<file path="src/rtl/pg_ecc_pkg.sv">
package pg_ecc_pkg;
   localparam int unsigned COL_W = 6;
   localparam int unsigned LANES = 4;

   // register word indices (byte offset >> 2)
   localparam int unsigned WI_CTRL = 0;
   localparam int unsigned WI_BASE = 1;
   localparam int unsigned WI_MASK = 2;
   localparam int unsigned WI_CLR  = 3;
   localparam int unsigned WI_RES0 = 4;

   // column parity contribution of a single byte
   function automatic logic [COL_W-1:0] byte_col(input logic [7:0] b);
      logic [COL_W-1:0] c;
      c = '0;
      for (int q = 0; q < 8; q++) begin
         if (b[q]) begin
            for (int j = 0; j < 3; j++) begin
               c[2*j + ((q >> j) & 1)] = ~c[2*j + ((q >> j) & 1)];
            end
         end
      end
      return c;
   endfunction
endpackage

</file>
<file path="src/rtl/pg_ecc_win.sv">
module pg_ecc_win #(
   parameter int unsigned ADDR_W = 32,
   parameter int unsigned MASK_W = 10
) (
   input  logic [ADDR_W-1:0] addr,
   input  logic [ADDR_W-1:0] base,
   input  logic [MASK_W-1:0] mask,
   output logic              hit
);
   localparam int unsigned PAD_W = ADDR_W - MASK_W - 2;

   generate
      if (MASK_W + 3 > ADDR_W) begin : g_bad_width
         $error("pg_ecc_win: MASK_W too wide for ADDR_W");
      end
   endgenerate

   logic [ADDR_W-1:0] ignore;

   always_comb begin
      ignore = {{PAD_W{1'b0}}, mask, 2'b11};
      hit    = ((addr ^ base) & ~ignore) == '0;
   end
endmodule

</file>
<file path="src/rtl/pg_ecc_accum.sv">
module pg_ecc_accum
   import pg_ecc_pkg::*;
#(
   parameter int unsigned IDX_W = 8,
   parameter int unsigned RES_W = COL_W + 2*IDX_W
) (
   input  logic             clk,
   input  logic             rst_n,
   input  logic             clr,
   input  logic             step,
   input  logic [31:0]      data,
   output logic             done,
   output logic [RES_W-1:0] res
);
   localparam int unsigned WC_W   = IDX_W - 2;
   localparam int unsigned LINE_W = 2*IDX_W;

   generate
      if (IDX_W < 3) begin : g_bad_idx
         $error("pg_ecc_accum: block must hold at least two words");
      end
      if (RES_W != COL_W + LINE_W) begin : g_bad_res
         $error("pg_ecc_accum: RES_W inconsistent with IDX_W");
      end
   endgenerate

   logic [WC_W-1:0]   wcnt_q;
   logic [COL_W-1:0]  col_q,  col_w;
   logic [LINE_W-1:0] line_q, line_w;

   // contribution of the present word, byte lanes in little-endian order
   always_comb begin
      logic [7:0]       b;
      logic [IDX_W-1:0] idx;
      logic             p;
      col_w  = '0;
      line_w = '0;
      for (int j = 0; j < LANES; j++) begin
         b     = data[8*j +: 8];
         p     = ^b;
         idx   = {wcnt_q, 2'(j)};
         col_w = col_w ^ byte_col(b);
         for (int k = 0; k < IDX_W; k++) begin
            line_w[2*k + idx[k]] = line_w[2*k + idx[k]] ^ p;
         end
      end
   end

   assign done = step && (wcnt_q == '1);
   assign res  = {col_q ^ col_w, line_q ^ line_w};

   always_ff @(posedge clk or negedge rst_n) begin
      if (!rst_n) begin
         wcnt_q <= '0;
         col_q  <= '0;
         line_q <= '0;
      end else if (clr) begin
         wcnt_q <= '0;
         col_q  <= '0;
         line_q <= '0;
      end else if (step) begin
         wcnt_q <= wcnt_q + 1'b1;
         if (done) begin
            col_q  <= '0;
            line_q <= '0;
         end else begin
            col_q  <= col_q ^ col_w;
            line_q <= line_q ^ line_w;
         end
      end
   end
endmodule

</file>
<file path="src/rtl/pg_ecc_bank.sv">
module pg_ecc_bank #(
   parameter int unsigned DEPTH = 8,
   parameter int unsigned RES_W = 22
) (
   input  logic                        clk,
   input  logic                        rst_n,
   input  logic                        clr,
   input  logic                        push,
   input  logic [RES_W-1:0]            din,
   output logic [DEPTH-1:0][RES_W-1:0] slots
);
   generate
      if (DEPTH < 2) begin : g_bad_depth
         $error("pg_ecc_bank: DEPTH must be at least 2");
      end
      for (genvar i = 0; i < DEPTH; i++) begin : g_slot
         logic [RES_W-1:0] nxt;
         if (i == 0) begin : g_head
            assign nxt = din;
         end else begin : g_tail
            assign nxt = slots[i-1];
         end
         always_ff @(posedge clk or negedge rst_n) begin
            if (!rst_n)      slots[i] <= '0;
            else if (clr)    slots[i] <= '0;
            else if (push)   slots[i] <= nxt;
         end
      end
   endgenerate
endmodule

</file>
<file path="src/rtl/pg_ecc_top.sv">
module pg_ecc_top
   import pg_ecc_pkg::*;
#(
   parameter int unsigned ADDR_W    = 32,
   parameter int unsigned MASK_W    = 10,
   parameter int unsigned NUM_RES   = 8,
   parameter int unsigned BLK_BYTES = 256,
   parameter int unsigned RA_W      = 6
) (
   input  logic              clk,
   input  logic              rst_n,
   input  logic              mon_valid,
   input  logic [ADDR_W-1:0] mon_addr,
   input  logic [31:0]       mon_data,
   input  logic              reg_wr,
   input  logic [RA_W-1:0]   reg_addr,
   input  logic [31:0]       reg_wdata,
   output logic [31:0]       reg_rdata
);
   localparam int unsigned IDX_W = $clog2(BLK_BYTES);
   localparam int unsigned RES_W = COL_W + 2*IDX_W;
   localparam int unsigned CNT_W = $clog2(NUM_RES);
   localparam int unsigned WI_W  = RA_W - 2;
   localparam logic [CNT_W-1:0] CNT_MAX = CNT_W'(NUM_RES - 1);

   generate
      if (ADDR_W > 32) begin : g_bad_addr
         $error("pg_ecc_top: ADDR_W above register width");
      end
      if ((1 << IDX_W) != BLK_BYTES) begin : g_bad_blk
         $error("pg_ecc_top: BLK_BYTES must be a power of two");
      end
      if ((1 << CNT_W) != NUM_RES) begin : g_bad_num
         $error("pg_ecc_top: NUM_RES must be a power of two");
      end
      if (RES_W > 32 || CNT_W + 1 > 32) begin : g_bad_res
         $error("pg_ecc_top: result does not fit a register");
      end
      if ((1 << WI_W) < WI_RES0 + NUM_RES) begin : g_bad_ra
         $error("pg_ecc_top: RA_W too small for the register map");
      end
   endgenerate

   logic                       en_q;
   logic [CNT_W-1:0]           cnt_q;
   logic [ADDR_W-1:2]          base_q;
   logic [MASK_W-1:0]          mask_q;
   logic [WI_W-1:0]            widx;
   logic                       aligned;
   logic                       clr_hit;
   logic                       win_hit;
   logic                       acc_step;
   logic                       blk_push;
   logic [RES_W-1:0]           blk_res;
   logic [NUM_RES-1:0][RES_W-1:0] bank_res;
   logic [CNT_W-1:0]           resx;

   assign widx     = reg_addr[RA_W-1:2];
   assign aligned  = reg_addr[1:0] == 2'b00;
   assign clr_hit  = reg_wr && aligned && (widx == WI_W'(WI_CLR));
   assign acc_step = mon_valid && win_hit && en_q && !clr_hit;
   assign resx     = CNT_W'(widx - WI_W'(WI_RES0));

   pg_ecc_win #(.ADDR_W(ADDR_W), .MASK_W(MASK_W)) u_win (
      .addr (mon_addr),
      .base ({base_q, 2'b00}),
      .mask (mask_q),
      .hit  (win_hit)
   );

   pg_ecc_accum #(.IDX_W(IDX_W), .RES_W(RES_W)) u_acc (
      .clk   (clk),
      .rst_n (rst_n),
      .clr   (clr_hit),
      .step  (acc_step),
      .data  (mon_data),
      .done  (blk_push),
      .res   (blk_res)
   );

   pg_ecc_bank #(.DEPTH(NUM_RES), .RES_W(RES_W)) u_bank (
      .clk   (clk),
      .rst_n (rst_n),
      .clr   (clr_hit),
      .push  (blk_push),
      .din   (blk_res),
      .slots (bank_res)
   );

   always_ff @(posedge clk or negedge rst_n) begin
      if (!rst_n) begin
         en_q   <= 1'b0;
         base_q <= '0;
         mask_q <= '0;
      end else if (reg_wr && aligned) begin
         if (widx == WI_W'(WI_CTRL)) en_q   <= reg_wdata[0];
         if (widx == WI_W'(WI_BASE)) base_q <= reg_wdata[ADDR_W-1:2];
         if (widx == WI_W'(WI_MASK)) mask_q <= reg_wdata[MASK_W-1:0];
      end
   end

   always_ff @(posedge clk or negedge rst_n) begin
      if (!rst_n)                           cnt_q <= '0;
      else if (clr_hit)                     cnt_q <= '0;
      else if (blk_push && cnt_q != CNT_MAX) cnt_q <= cnt_q + 1'b1;
   end

   always_comb begin
      reg_rdata = '0;
      if (aligned) begin
         if (widx == WI_W'(WI_CTRL))      reg_rdata[CNT_W:0]     = {cnt_q, en_q};
         else if (widx == WI_W'(WI_BASE)) reg_rdata[ADDR_W-1:0] = {base_q, 2'b00};
         else if (widx == WI_W'(WI_MASK)) reg_rdata[MASK_W-1:0] = mask_q;
         else if (widx >= WI_W'(WI_RES0) && widx < WI_W'(WI_RES0 + NUM_RES))
            reg_rdata[RES_W-1:0] = bank_res[resx];
      end
   end

   // a block can only complete on an enabled access inside the window
   p_push_only_hit_r3: assert property (@(posedge clk) disable iff (!rst_n)
      blk_push |-> (mon_valid && win_hit && en_q));

   // with the engine off the result bank does not move
   p_disabled_idle_r2: assert property (@(posedge clk) disable iff (!rst_n)
      (!en_q && !clr_hit) |=> $stable(bank_res));

   // the previous newest result moves into slot 1
   p_push_moves_r7: assert property (@(posedge clk) disable iff (!rst_n)
      (blk_push && !clr_hit) |=> (bank_res[1] == $past(bank_res[0])));

   // zero completed blocks means an empty bank
   p_cnt_empty_r8: assert property (@(posedge clk) disable iff (!rst_n)
      (cnt_q == '0) |-> (bank_res == '0));

   // the count holds once saturated
   p_cnt_sat_r8: assert property (@(posedge clk) disable iff (!rst_n)
      (cnt_q == CNT_MAX && !clr_hit) |=> (cnt_q == CNT_MAX));

   // a clear write empties the bank and the count
   p_clear_zero_r9: assert property (@(posedge clk) disable iff (!rst_n)
      clr_hit |=> (cnt_q == '0 && bank_res == '0));
endmodule

</file>
<file path="config.mk">
export PLATFORM = sky130hd
export DESIGN_NAME = pg_ecc_top
export DESIGN_NICKNAME = d
export VERILOG_FILES = /design/src/rtl/pg_ecc_pkg.sv /design/src/rtl/pg_ecc_win.sv /design/src/rtl/pg_ecc_accum.sv /design/src/rtl/pg_ecc_bank.sv /design/src/rtl/pg_ecc_top.sv
export SDC_FILE = /design/constraint.sdc
export NUM_CORES = 1
export LEC_CHECK = 0
export CORE_MARGIN = 2
export CORE_UTILIZATION = 59
export CTS_BUF_LIST = sky130_fd_sc_hd__clkbuf_4
export DETAILED_ROUTE_END_ITERATION = 6
export DONT_BUFFER_PORTS = 1
export MAX_ROUTING_LAYER = met4
export PLACE_DENSITY = 0.75
export SYNTH_ARGS = -nofsm -noshare
export SYNTH_HDL_FRONTEND = slang
export SYNTH_HIERARCHICAL = 1
export SYNTH_SLANG_ARGS = --single-unit
</file>
<file path="constraint.sdc">
create_clock -name clk -period 7.3 [get_ports clk]
set_input_delay 1.095 -clock clk [delete_from_list [all_inputs] [get_ports clk]]
set_output_delay 1.095 -clock clk [all_outputs]
set_load 0.02 [all_outputs]
</file>
==> metrics.md <==
| Metric | Value |
|---|---|
| Status | `completed` |
| Remaining Overflow, GRT | `0` |
| Core area | `22,600 µm²` |
| Crit-path max cell delay | `980 ps` |
| Maximum clock path buffer count | `3` |
| R2r setup slk | `3060 ps` |
| Syn nets | `1,222` |
| Clock-pin slew on the worst setup and hold paths | `60 ps` |
| Final Max Tran Viols | `0` |
| CTS tree | `yes` |
| Worst EP arrival | `3420 ps` |
| Final HPWL DP | `16.9 mm` |
| Die area | `24,100 µm²` |
| Final Wtd Congestion | `0.808` |
| Least-Margin Pin Slew | `1080 ps` |
| End of the critical path | `reg_rdata[13]` |
| Post-layout util | `62.3%` |
| Area after DPL | `13,400 µm²` |
| CTS root buf | `clkbuf_4` |
| WP data required | `6200 ps` |
| MaxCap Viol Count | `0` |
| Row cnt | `55` |
| Vias | `8,349` |
| Fillers | `1,785` |
| Hold buffer count at CTS | `0` |
| Drt initial violations | `769` |
| Worst path cell trace | `inv_1 -> ha_1 -> a2111oi_4 -> and2_1 -> a221o_1` |
| Drt pass-1 iters | `4` |
| Net count, final | `1,218` |
| Mean post-synth cell area | `12.1 µm²` |
| Setup Fix Bufs, Post-CTS | `0` |
| Leak Pwr | `6.39 nW` |
| # IOs | `138` |
| H-tree levels | `2` |
| Worst VDD drop | `0.103 mV` |
| Syn Std Cell Area | `13,500 µm²` |
| Max Fclk | `221 MHz` |
| Worst hold-check path type | `in -> async` |
| CTS sink cnt | `248` |
| Fin area | `14,100 µm²` |
| Number of buffers created by CTS | `61` |
| Slowest CP cell | `a2111oi_4` |
| Critical-path maximum fanout | `33` |
| RSZ-0062 raised after global routing | `no` |
| Post-route ant nets | `0` |
| Type of origin of the critical path | `input pin` |
| Worst skew pair latency | `670 ps` |
| Worst r2r src | `base_q[19]` |
| Worst R2R Path Depth | `12` |
| Sum Neg Setup Slack | `0 ps` |
| Final Setup Violations | `0` |
| First-pass GRT wire length | `43.2 mm` |
| Final worst path period need | `4520 ps` |
| Wire per inst | `18.6 µm` |
| Total Routing Usage GR | `22.8%` |
| Die H | `155 µm` |
| Vias in the first global route | `8,453` |
| Area Overhead vs Synth | `4.12%` |
| Worst setup EP type | `primary output` |
| Reg2reg end | `cnt_q[2]` |
| Die X | `155 µm` |
| DRC | `0` |
| PwrDens | `210 nW/µm²` |
| Number of synthesis warnings | `6` |
| Slew headroom | `28.0%` |
| Initial antenna violation count | `1` |
| # port buffers | `0` |
| Setup Skew | `35.2 ps` |
| Via-to-Cell Ratio | `5.87` |
| Cells after Synth | `1,112` |
| Final WL | `26.4 mm` |
| Post_cts resized | `0` |
| Ratio of cells with drive above 1 in the final layout | `18.2%` |
| Fin crit share | `61.9%` |
| Crit Path Category | `in -> out` |
| Initial core utilization | `59.8%` |
| CP Launch Point | `reg_addr[4]` |
| Final count of hold timing violations | `0` |
| Largest net degree at the start of global routing | `249` |
## metrics by stage
stage          setup slack [ps]  power (mW)  std cells  hold slack (ps)
6_report                   2780        2.95       1422              117
5_1_grt                    2660        3.11       1422             59.0
4_1_cts                    2800        3.00       1421             54.9
3_5_place_dp               2440        1.97       1330              494
3_3_place_gp               2480        1.95       1330              493
2_1_floorplan              3310        1.92       1112              475
## metal layers
layer / vias to the layer above / track usage [%] / part of all wire (%)
li1: 3923 / - / -
met1: 4139 / 33.0 / 48
met2: 262 / 32.9 / 45
met3: 25 / 5.52 / 6.7
met4: 0 / 5.46 / 0.95
met5: - / - / 0
## critical path, delay by kind of cell
family / cells / cell delay [ps]
adders and majority gates: 1 / 340
AOI/OAI and AO/OA: 2 / 1370
buffers and inverters: 1 / 30
and+or+nand+nor: 1 / 570
## layout by cell type, fill, tap and decap left out, drive strengths merged, types with 4 or more instances in the layout
cell type,instances
a221o,14
a222oi,6
a22o,7
a31o,6
a32o,6
and2,13
and3,12
buf,8
clkbuf,85
clkinv,5
dfrtp,248
ha,4
inv,6
mux2,43
mux2i,185
mux4,42
nand2,34
nand3,7
nand4,5
nor2,206
nor4,7
o211ai,6
o21ai,5
o22ai,5
or4,8
xnor2,92
xor2,45
## registers in the layout, indices dropped and copies added (netlist names)
register	count
en_q	1
mask_q	10
u_acc/line_q	16
u_bank/slots	22
u_acc/col_q	6
base_q	30
u_acc/wcnt_q	6
u_bank/g_slot.nxt	154
cnt_q	3
## report_power, final
part | internal [mW] | switching, mW
combinational | 0.217 | 0.281
sequential | 1.40 | 0.0323
clock | 0.522 | 0.497
total | 2.14 | 0.811
## worst min path at each step
stage                                end  cells after the start            from
after floorplan           u_acc/col_q[2]                      1  u_acc/col_q[2]
after global placement    u_acc/col_q[2]                      1  u_acc/col_q[2]
after detailed placement  u_acc/col_q[2]                      1  u_acc/col_q[2]
after CTS                      base_q[4]                      0           rst_n
after global routing           base_q[4]                      0           rst_n
final                          base_q[4]                      0           rst_n
## layout make-up
cell class	count	area (µm²)	area share [%]
Antenna cell	1	2.50	0.0178
Clock buffer	85	638	4.54
Clock inverter	6	22.5	0.160
Inverter	5	18.8	0.133
Multi-Input combinational cell	784	6730	47.9
Sequential cell	248	6210	44.1
Tap cell	285	357	2.54
Timing Repair Buffer	8	85.1	0.605
Power figures use the tool's default switching activity.
